## src/rtl/irq_cap_pkg.sv

```systemverilog
package irq_cap_pkg;
  localparam int unsigned CTRL_CNT    = 2;
  localparam int unsigned LINES_PER   = 8;
  localparam int unsigned TOTAL_LINES = CTRL_CNT * LINES_PER;
  localparam int unsigned CTRL_IDX_W  = (CTRL_CNT > 1) ? $clog2(CTRL_CNT) : 1;
  localparam int unsigned PIN_IDX_W   = (LINES_PER > 1) ? $clog2(LINES_PER) : 1;

  // Strobes from control to datapath
  typedef struct packed {
    logic [CTRL_CNT-1:0]    trigWr;   // one-hot byte write enable
    logic [TOTAL_LINES-1:0] ackLine;  // one-hot acknowledged line
  } capStrobe_t;
endpackage

```

## src/rtl/irq_cap_ctrl.sv

```systemverilog
module irq_cap_ctrl
  import irq_cap_pkg::*;
(
  input  logic                  clk,
  input  logic                  rstN,
  input  logic                  trigWrEn,
  input  logic [CTRL_IDX_W-1:0] trigSel,
  input  logic                  ackEn,
  input  logic [CTRL_IDX_W-1:0] ackCtrl,
  input  logic [PIN_IDX_W-1:0]  ackPin,
  output capStrobe_t            strobes
);

  for (genvar c = 0; c < CTRL_CNT; c++) begin : g_wr
    assign strobes.trigWr[c] = trigWrEn && (trigSel == CTRL_IDX_W'(c));
  end

  for (genvar i = 0; i < TOTAL_LINES; i++) begin : g_ack
    assign strobes.ackLine[i] = ackEn
                             && (ackCtrl == CTRL_IDX_W'(i / LINES_PER))
                             && (ackPin  == PIN_IDX_W'(i % LINES_PER));
  end

  // an acknowledge targets at most one line, and exactly one when strobed
  p_ack_onehot_r10: assert property (@(posedge clk) disable iff (!rstN)
    $onehot0(strobes.ackLine) && (ackEn -> ($countones(strobes.ackLine) == 1)));

  // a write strobe selects a single trigger byte
  p_wr_onehot_r11: assert property (@(posedge clk) disable iff (!rstN)
    $onehot0(strobes.trigWr) && (trigWrEn -> ($countones(strobes.trigWr) == 1)));

endmodule

```

## src/rtl/irq_cap_datapath.sv

```systemverilog
module irq_cap_datapath
  import irq_cap_pkg::*;
#(
  parameter logic [TOTAL_LINES-1:0] FORCED_EDGE = 16'h2107
) (
  input  logic                   clk,
  input  logic                   rstN,
  input  capStrobe_t             strobes,
  input  logic [TOTAL_LINES-1:0] irqLines,
  input  logic [LINES_PER-1:0]   trigWrData,
  input  logic [CTRL_IDX_W-1:0]  trigRdSel,
  output logic [LINES_PER-1:0]   trigRdData,
  output logic [TOTAL_LINES-1:0] reqOut
);

  logic [TOTAL_LINES-1:0] lineQ;
  logic [TOTAL_LINES-1:0] levelMode;
  logic [TOTAL_LINES-1:0] reqQ;
  logic [TOTAL_LINES-1:0] reqNext;

  // Previous-cycle samples for edge detection
  always_ff @(posedge clk) begin
    if (!rstN) lineQ <= '0;
    else       lineQ <= irqLines;
  end

  // Trigger-mode bytes; forced lines can never hold a 1
  always_ff @(posedge clk) begin
    if (!rstN) begin
      levelMode <= '0;
    end else begin
      for (int c = 0; c < CTRL_CNT; c++) begin
        if (strobes.trigWr[c])
          levelMode[c*LINES_PER +: LINES_PER] <=
            trigWrData & ~FORCED_EDGE[c*LINES_PER +: LINES_PER];
      end
    end
  end

  always_comb begin
    trigRdData = '0;
    for (int c = 0; c < CTRL_CNT; c++) begin
      if (trigRdSel == CTRL_IDX_W'(c))
        trigRdData = levelMode[c*LINES_PER +: LINES_PER];
    end
  end

  for (genvar i = 0; i < TOTAL_LINES; i++) begin : g_line
    logic riseSeen, setReq, clrReq;
    assign riseSeen = irqLines[i] && !lineQ[i];
    assign setReq   = riseSeen || (irqLines[i] && levelMode[i]);
    assign clrReq   = (!irqLines[i] && lineQ[i] && levelMode[i])
                   || (strobes.ackLine[i] && !irqLines[i]);
    assign reqNext[i] = setReq ? 1'b1 : (clrReq ? 1'b0 : reqQ[i]);

    p_rise_sets_r1: assert property (@(posedge clk) disable iff (!rstN)
      (irqLines[i] && !lineQ[i]) |=> reqOut[i]);
    p_level_hold_r2: assert property (@(posedge clk) disable iff (!rstN)
      (irqLines[i] && levelMode[i]) |=> reqOut[i]);
    p_level_fall_r3: assert property (@(posedge clk) disable iff (!rstN)
      (!irqLines[i] && lineQ[i] && levelMode[i]) |=> !reqOut[i]);
    p_edge_sticky_r4: assert property (@(posedge clk) disable iff (!rstN)
      (reqOut[i] && !levelMode[i] && !strobes.ackLine[i]) |=> reqOut[i]);
    p_ack_busy_keep_r5: assert property (@(posedge clk) disable iff (!rstN)
      (strobes.ackLine[i] && irqLines[i] && reqOut[i]) |=> reqOut[i]);
    p_ack_idle_clear_r5: assert property (@(posedge clk) disable iff (!rstN)
      (strobes.ackLine[i] && !irqLines[i]) |=> !reqOut[i]);
  end

  always_ff @(posedge clk) begin
    if (!rstN) reqQ <= '0;
    else       reqQ <= reqNext;
  end

  assign reqOut = reqQ;

  // stored trigger bits never cover a forced-edge line
  p_forced_edge_r7: assert property (@(posedge clk) disable iff (!rstN)
    (strobes.trigWr != '0) |=> ((levelMode & FORCED_EDGE) == '0));

endmodule

```

## src/rtl/irq_capture_top.sv

```systemverilog
module irq_capture_top
  import irq_cap_pkg::*;
#(
  parameter logic [TOTAL_LINES-1:0] FORCED_EDGE = 16'h2107
) (
  input  logic                   clk,
  input  logic                   rstN,
  input  logic [TOTAL_LINES-1:0] irqLines,
  input  logic                   trigWrEn,
  input  logic [CTRL_IDX_W-1:0]  trigSel,
  input  logic [LINES_PER-1:0]   trigWrData,
  input  logic [CTRL_IDX_W-1:0]  trigRdSel,
  output logic [LINES_PER-1:0]   trigRdData,
  input  logic                   ackEn,
  input  logic [CTRL_IDX_W-1:0]  ackCtrl,
  input  logic [PIN_IDX_W-1:0]   ackPin,
  output logic [TOTAL_LINES-1:0] reqOut
);

  capStrobe_t strobes;

  irq_cap_ctrl u_ctrl (
    .clk      (clk),
    .rstN     (rstN),
    .trigWrEn (trigWrEn),
    .trigSel  (trigSel),
    .ackEn    (ackEn),
    .ackCtrl  (ackCtrl),
    .ackPin   (ackPin),
    .strobes  (strobes)
  );

  irq_cap_datapath #(.FORCED_EDGE(FORCED_EDGE)) u_dp (
    .clk        (clk),
    .rstN       (rstN),
    .strobes    (strobes),
    .irqLines   (irqLines),
    .trigWrData (trigWrData),
    .trigRdSel  (trigRdSel),
    .trigRdData (trigRdData),
    .reqOut     (reqOut)
  );

endmodule

```

## config.mk

```make
export PLATFORM = sky130hd
export DESIGN_NAME = irq_capture_top
export DESIGN_NICKNAME = d
export VERILOG_FILES = /design/src/rtl/irq_cap_pkg.sv /design/src/rtl/irq_cap_ctrl.sv /design/src/rtl/irq_cap_datapath.sv /design/src/rtl/irq_capture_top.sv
export SDC_FILE = /design/constraint.sdc
export NUM_CORES = 1
export LEC_CHECK = 0
export BUFFER_PORTS_ARGS = -buffer_cell sky130_fd_sc_hd__buf_2
export CORE_MARGIN = 4
export CORE_UTILIZATION = 35
export DETAILED_ROUTE_END_ITERATION = 10
export GPL_TIMING_DRIVEN = 0
export PLACE_DENSITY = 0.62
export SLEW_MARGIN = 25
export SYNTH_ARGS = -nofsm -noshare
export SYNTH_HDL_FRONTEND = slang
export SYNTH_HIERARCHICAL = 1
export SYNTH_SLANG_ARGS = --single-unit
```

## constraint.sdc

```tcl
create_clock -name clk -period 1 [get_ports clk]
set_input_delay 0.2 -clock clk [delete_from_list [all_inputs] [get_ports clk]]
set_output_delay 0.2 -clock clk [all_outputs]
set_load 0.02 [all_outputs]
```

---- Yosys cells after proc, flatten, opt, wreduce, memory -nomap -nowiden ----
Index checks and enable logic that the tools add are counted.
cells by class
  $add $sub $neg .......................... 0
  multipliers ............................. 0
  div/mod/pow operators ................... 0
  order comparisons ....................... 0
  equal/unequal tests ..................... 7
  shift-type cells ........................ 0
  mux-type cells .......................... 33
  bitwise logic cells ..................... 2
  reductions and logical operators ........ 156
operators by type and width
  operator                                             count
  logical AND 1 bit                                    85
  logical NOT 1 bit                                    32
  two-way mux 1 bit                                    32
  nonzero test 2 bit                                   16
  logical OR 1 bit                                     22
  equality test 3 bit, second input constant           4
  two-way mux 8 bit                                    1
  equality test 3 x 2 -> 1 bit, second input constant  2
  equality test 3 x 1 -> 1 bit, second input constant  1
  logical NOT 3 bit                                    1
  NOT 1 bit                                            2
word-level totals
  register bits ........................... 43
  latch bits .............................. 0
  memory bits (writable) .................. 0
  ROM bits ................................ 0
  logic and storage cells ................. 217
  memories ................................ 0

---- Logic depth before layout (Yosys ltp) ----
  depth after elaboration ................. 7
  mapped depth ............................ 5

---- Hierarchy ----
Netlist, hierarchy kept.
by module, submodules not included
  module            times used  cells each  area an instance (um^2)  sequential area each (um^2)
  irq_cap_datapath  1           171         1631.6                   860.8
  irq_cap_ctrl      1           25          130.1                    0.0

---- Worst setup path before layout ----
OpenSTA, ideal clock, no wires.
  path kind ............................... in2reg
  start point ............................. in ackPin[0]
  end point ............................... reg u_dp.reqQ[0] (netlist: u_dp/reqOut[0])
  setup time .............................. 126 ps
  arrival ................................. 929 ps
  data required time ...................... 874 ps
  path slack .............................. -54 ps
  cell stages on the path ................. 5
  buffers on the path ..................... 0
  cells stage by stage .................... or3b_4 > nor3_2 > inv_1 > o21ai_0 > a21boi_0
RTL lines
  what                    RTL line                source
  start: declaration      irq_capture_top.sv:16   input logic [PIN_IDX_W-1:0] ackPin,
  end signal: assignment  irq_cap_datapath.sv:72  else reqQ <= reqNext;
  end: declaration        irq_cap_datapath.sv:18  logic [TOTAL_LINES-1:0] reqQ;

---- Worst setup path in the final report ----
  start point ............................. reg u_dp.levelMode[7]
  end point ............................... out trigRdData[7]
on the way
  longest elaborated chain between the ends .. 1
ends and longest elaborated chain
  what                              RTL line                source
  start: declaration                irq_cap_datapath.sv:17  logic [TOTAL_LINES-1:0] levelMode;
  start signal: indexed assignment  irq_cap_datapath.sv:34  levelMode[c*LINES_PER +: LINES_PER] <=
  two-way mux 8 bit                 irq_cap_datapath.sv:43  if (trigRdSel == CTRL_IDX_W'(c))
  end: declaration                  irq_capture_top.sv:13   output logic [LINES_PER-1:0] trigRdData,
Every way passes these cells.

==> results.py <==
metrics = {
    "clock_network": {
        "cts.sinks": 43,
        "cts_tree": "built",
        "insertion_delay_ns": 0.29,
        "path_clk_slew_ns": 0.08,
        "h-tree-depth": 2,
        "clockBufferDepth": 2,
        "cts_root_buf": "clkbuf_8",
        "cts_buffers": 5,
        "holdBufCountCts": 0,
    },
    "die": {
        "start_util": 0.368,
        "die_w_um": 78.9,
        "num_rows": 25,
        "dieArea_um2": 6230,
        "chipHeight_um": 78.9,
        "core_um2": 4790,
        "ioPinCount": 58,
    },
    "sta": {
        "period_share": 1.22,
        "finalHoldViolations": 0,
        "fmax_mhz": 817,
        "whs_ns": 0.135,
        "finalMaxSlewViolations": 0,
        "worst_slack_ns": -0.224,
        "fin_crit_ns": 1.22,
        "final.setup_skew_ns": 0.00335,
        "rsz0062_at_grt": "true",
        "finalSetupViolCount": 7,
    },
    "detailed_routing": {
        "first_iter_violations": 50,
        "drc": 0,
        "ant_nets": 0,
        "num_vias": 1502,
        "totalWireLength_um": 4300,
        "drtPass1Iterations": 4,
        "wl_per_cell_um": 12.8,
        "via_per_inst": 4.48,
    },
    "worst_setup_path": {
        "cpPeakStageDelay_ns": 0.33,
        "startpoint_type": "register",
        "worst_ep_arrival_time_ns": 1.02,
        "cpMaxStageDelayCell": "dfxtp_2",
        "cp-end-kind": "output port",
        "crit_path_cell_trace": "mux2_4 -> buf_6",
        "crit_type": "reg2out",
        "crit_fanout": 3,
        "crit_required_ns": 0.80,
    },
    "synthesis": {
        "ys_seq_area_frac": 0.489,
        "synth_compound_gate_area_share": 0.129,
        "yosys.area_share.simple": 0.261,
        "syn-cell-area_um2": 1760,
        "synthMuxAreaShare": 0.0881,
        "ys_types": 22,
        "synth_area_per_cell_um2": 8.99,
        "ys_top_cells_by_area": "dfxtp_1 49%, and2_1 6.7%, nand2b_1 6.4%",
        "synthCells": 196,
        "synth_xor_area_frac": 0,
        "yosys_warnings": 6,
        "syn-num-nets": 230,
        "ys_ff_latch": 43,
        "synth_top_cell_by_area": "dfxtp_1",
        "synth_fa_ha_area_frac": 0,
        "synth_top_area_share": 0.489,
        "synth_top_family_by_area": "simple AND/OR/NAND/NOR gates",
    },
    "outcome": {
        "violations": "negative setup slack",
        "status": "finished, violations left",
    },
    "final_layout": {
        "final_area_um2": 2440,
        "nets": 301,
        "area_growth_pct": 38.6,
        "diodes": 0,
        "drive_above_1_share": 0.414,
    },
    "global_route": {
        "antenna_found_initial": 0,
        "grt_usage": 0.145,
        "grt_pass1_wl_um": 6990,
        "gr-total-overflow": 0,
        "grt_pass1_vias": 1486,
        "grt_max_degree": 13,
    },
    "placed_design": {
        "portBuffers": 55,
        "gp_congestion": 0.732,
        "postPlaceCellArea_um2": 2120,
        "dp_hpwl_um": 3120,
        "dp_slack_ns": -0.280,
    },
    "power": {
        "internal-power_mw": 2.76,
        "worst_ir_drop_vdd_mv": 0.812,
        "power.density_nw_per_um2": 1510,
        "seq_power_share": 0.512,
        "power_frac_clock": 0.324,
        "p_sw_frac": 0.251,
        "p_switching_mw": 0.924,
        "comb_power_share": 0.164,
        "leakage_nw": 1.04,
    },
    "worst_hold_path": {
        "min_path_type": "in2reg",
    },
    "run": {
        "drv_cap": 0,
    },
}
-- sequential cells by signal, summed over array words and instances (netlist names) --
signal and flops:
u_dp/levelMode 11, u_dp/reqOut 16, u_dp/lineQ 16
-- cell usage after synthesis --
library cell,n
nand2_1,1
nor2_1,23
clkbuf_2,1
nand3_1,1
nand2b_1,18
mux2i_1,11
clkbuf_1,1
buf_4,1
mux2_2,4
nand3b_1,2
a21oi_1,22
inv_1,5
nor2b_1,13
o21ai_0,16
conb_1,1
a21boi_0,5
nor3_2,1
or3b_4,1
dfxtp_1,43
and2_1,19
buf_2,4
nor3_1,3
-- cells by family (layout without fill, tap and decap cells) --
group / Yosys count / count (layout)
muxes: 15 / 15
buffers and inverters: 12 / 84
and+or+nand+nor: 82 / 82
DFF: 43 / 43
AOI/OAI and AO/OA: 43 / 43
other: 1 / 1
-- area by class of cell --
cell class / count / area (um^2)
fill: 468 / 2340
sequential: 43 / 890
multi-input combinational: 141 / 886
timing repair buffer: 64 / 428
clock buffer: 8 / 100
tap: 67 / 83.8
buffer: 7 / 36.3
inverter: 5 / 18.8
-- worst paths after layout --
path	slack (ns)	cells after the start	startpoint	endpoint
max reg2reg	0.10	4	u_dp/levelMode[12]	u_dp/reqOut[12]
max	-0.22	2	u_dp/levelMode[7]	trigRdData[7]
min	0.14	2	irqLines[3]	u_dp/lineQ[3]
min reg2reg	0.46	2	u_dp/reqOut[7]	u_dp/reqOut[7]
-- critical path, delay by kind of cell (launching register included) --
kind,cells,cell delay [ns]
buffers and inverters,1,0.13
DFF,1,0.33
muxes,1,0.27
-- per-stage QoR --
step	setup TNS, ns	instances	util	total power, mW
global placement	-2.41	318	0.443	2.42
detailed placement	-2.67	318	0.443	2.42
global route	-1.34	335	0.510	3.86
CTS	-1.16	333	0.493	3.66
finish	-1.09	335	0.510	3.68
floorplan	-0.0849	196	-	2.21
-- per-layer routing --
metal	share of wire	up-vias	routed length [um]	global-route usage
met5	0	-	0	0
met4	0.013	0	54	0.0464
met3	0.070	6	301	0.0522
met2	0.46	41	2000	0.226
met1	0.45	666	1950	0.186
li1	-	789	-	-
-- repair_timing --
action,CTS,global route
setup buffers,7,2
endpoints found under the setup margin,11,24
resized for setup,34,31
pin swaps,0,0
endpoints found under the hold margin,0,0
-- cell usage in the layout, fill, tap and decap left out, drive strengths merged, types with 4 or more instances in the layout --
cell    instances
a21boi          5
a21oi          22
and2           19
buf            69
clkbuf         10
dfxtp          43
inv             5
mux2            4
mux2i          11
nand2b         18
nor2           23
nor2b          13
nor3            4
o21ai          16
-- power by group through the flow --
stage / logic, mW / registers [mW] / clock network, mW
final: 0.602 / 1.89 / 1.19
after global routing: 0.664 / 1.90 / 1.30
after CTS: 0.570 / 1.87 / 1.22
after detailed placement: 0.509 / 1.92 / 0
after global placement: 0.503 / 1.91 / 0
after floorplan: 0.236 / 1.97 / 0
(Power assumes the default switching activity.)
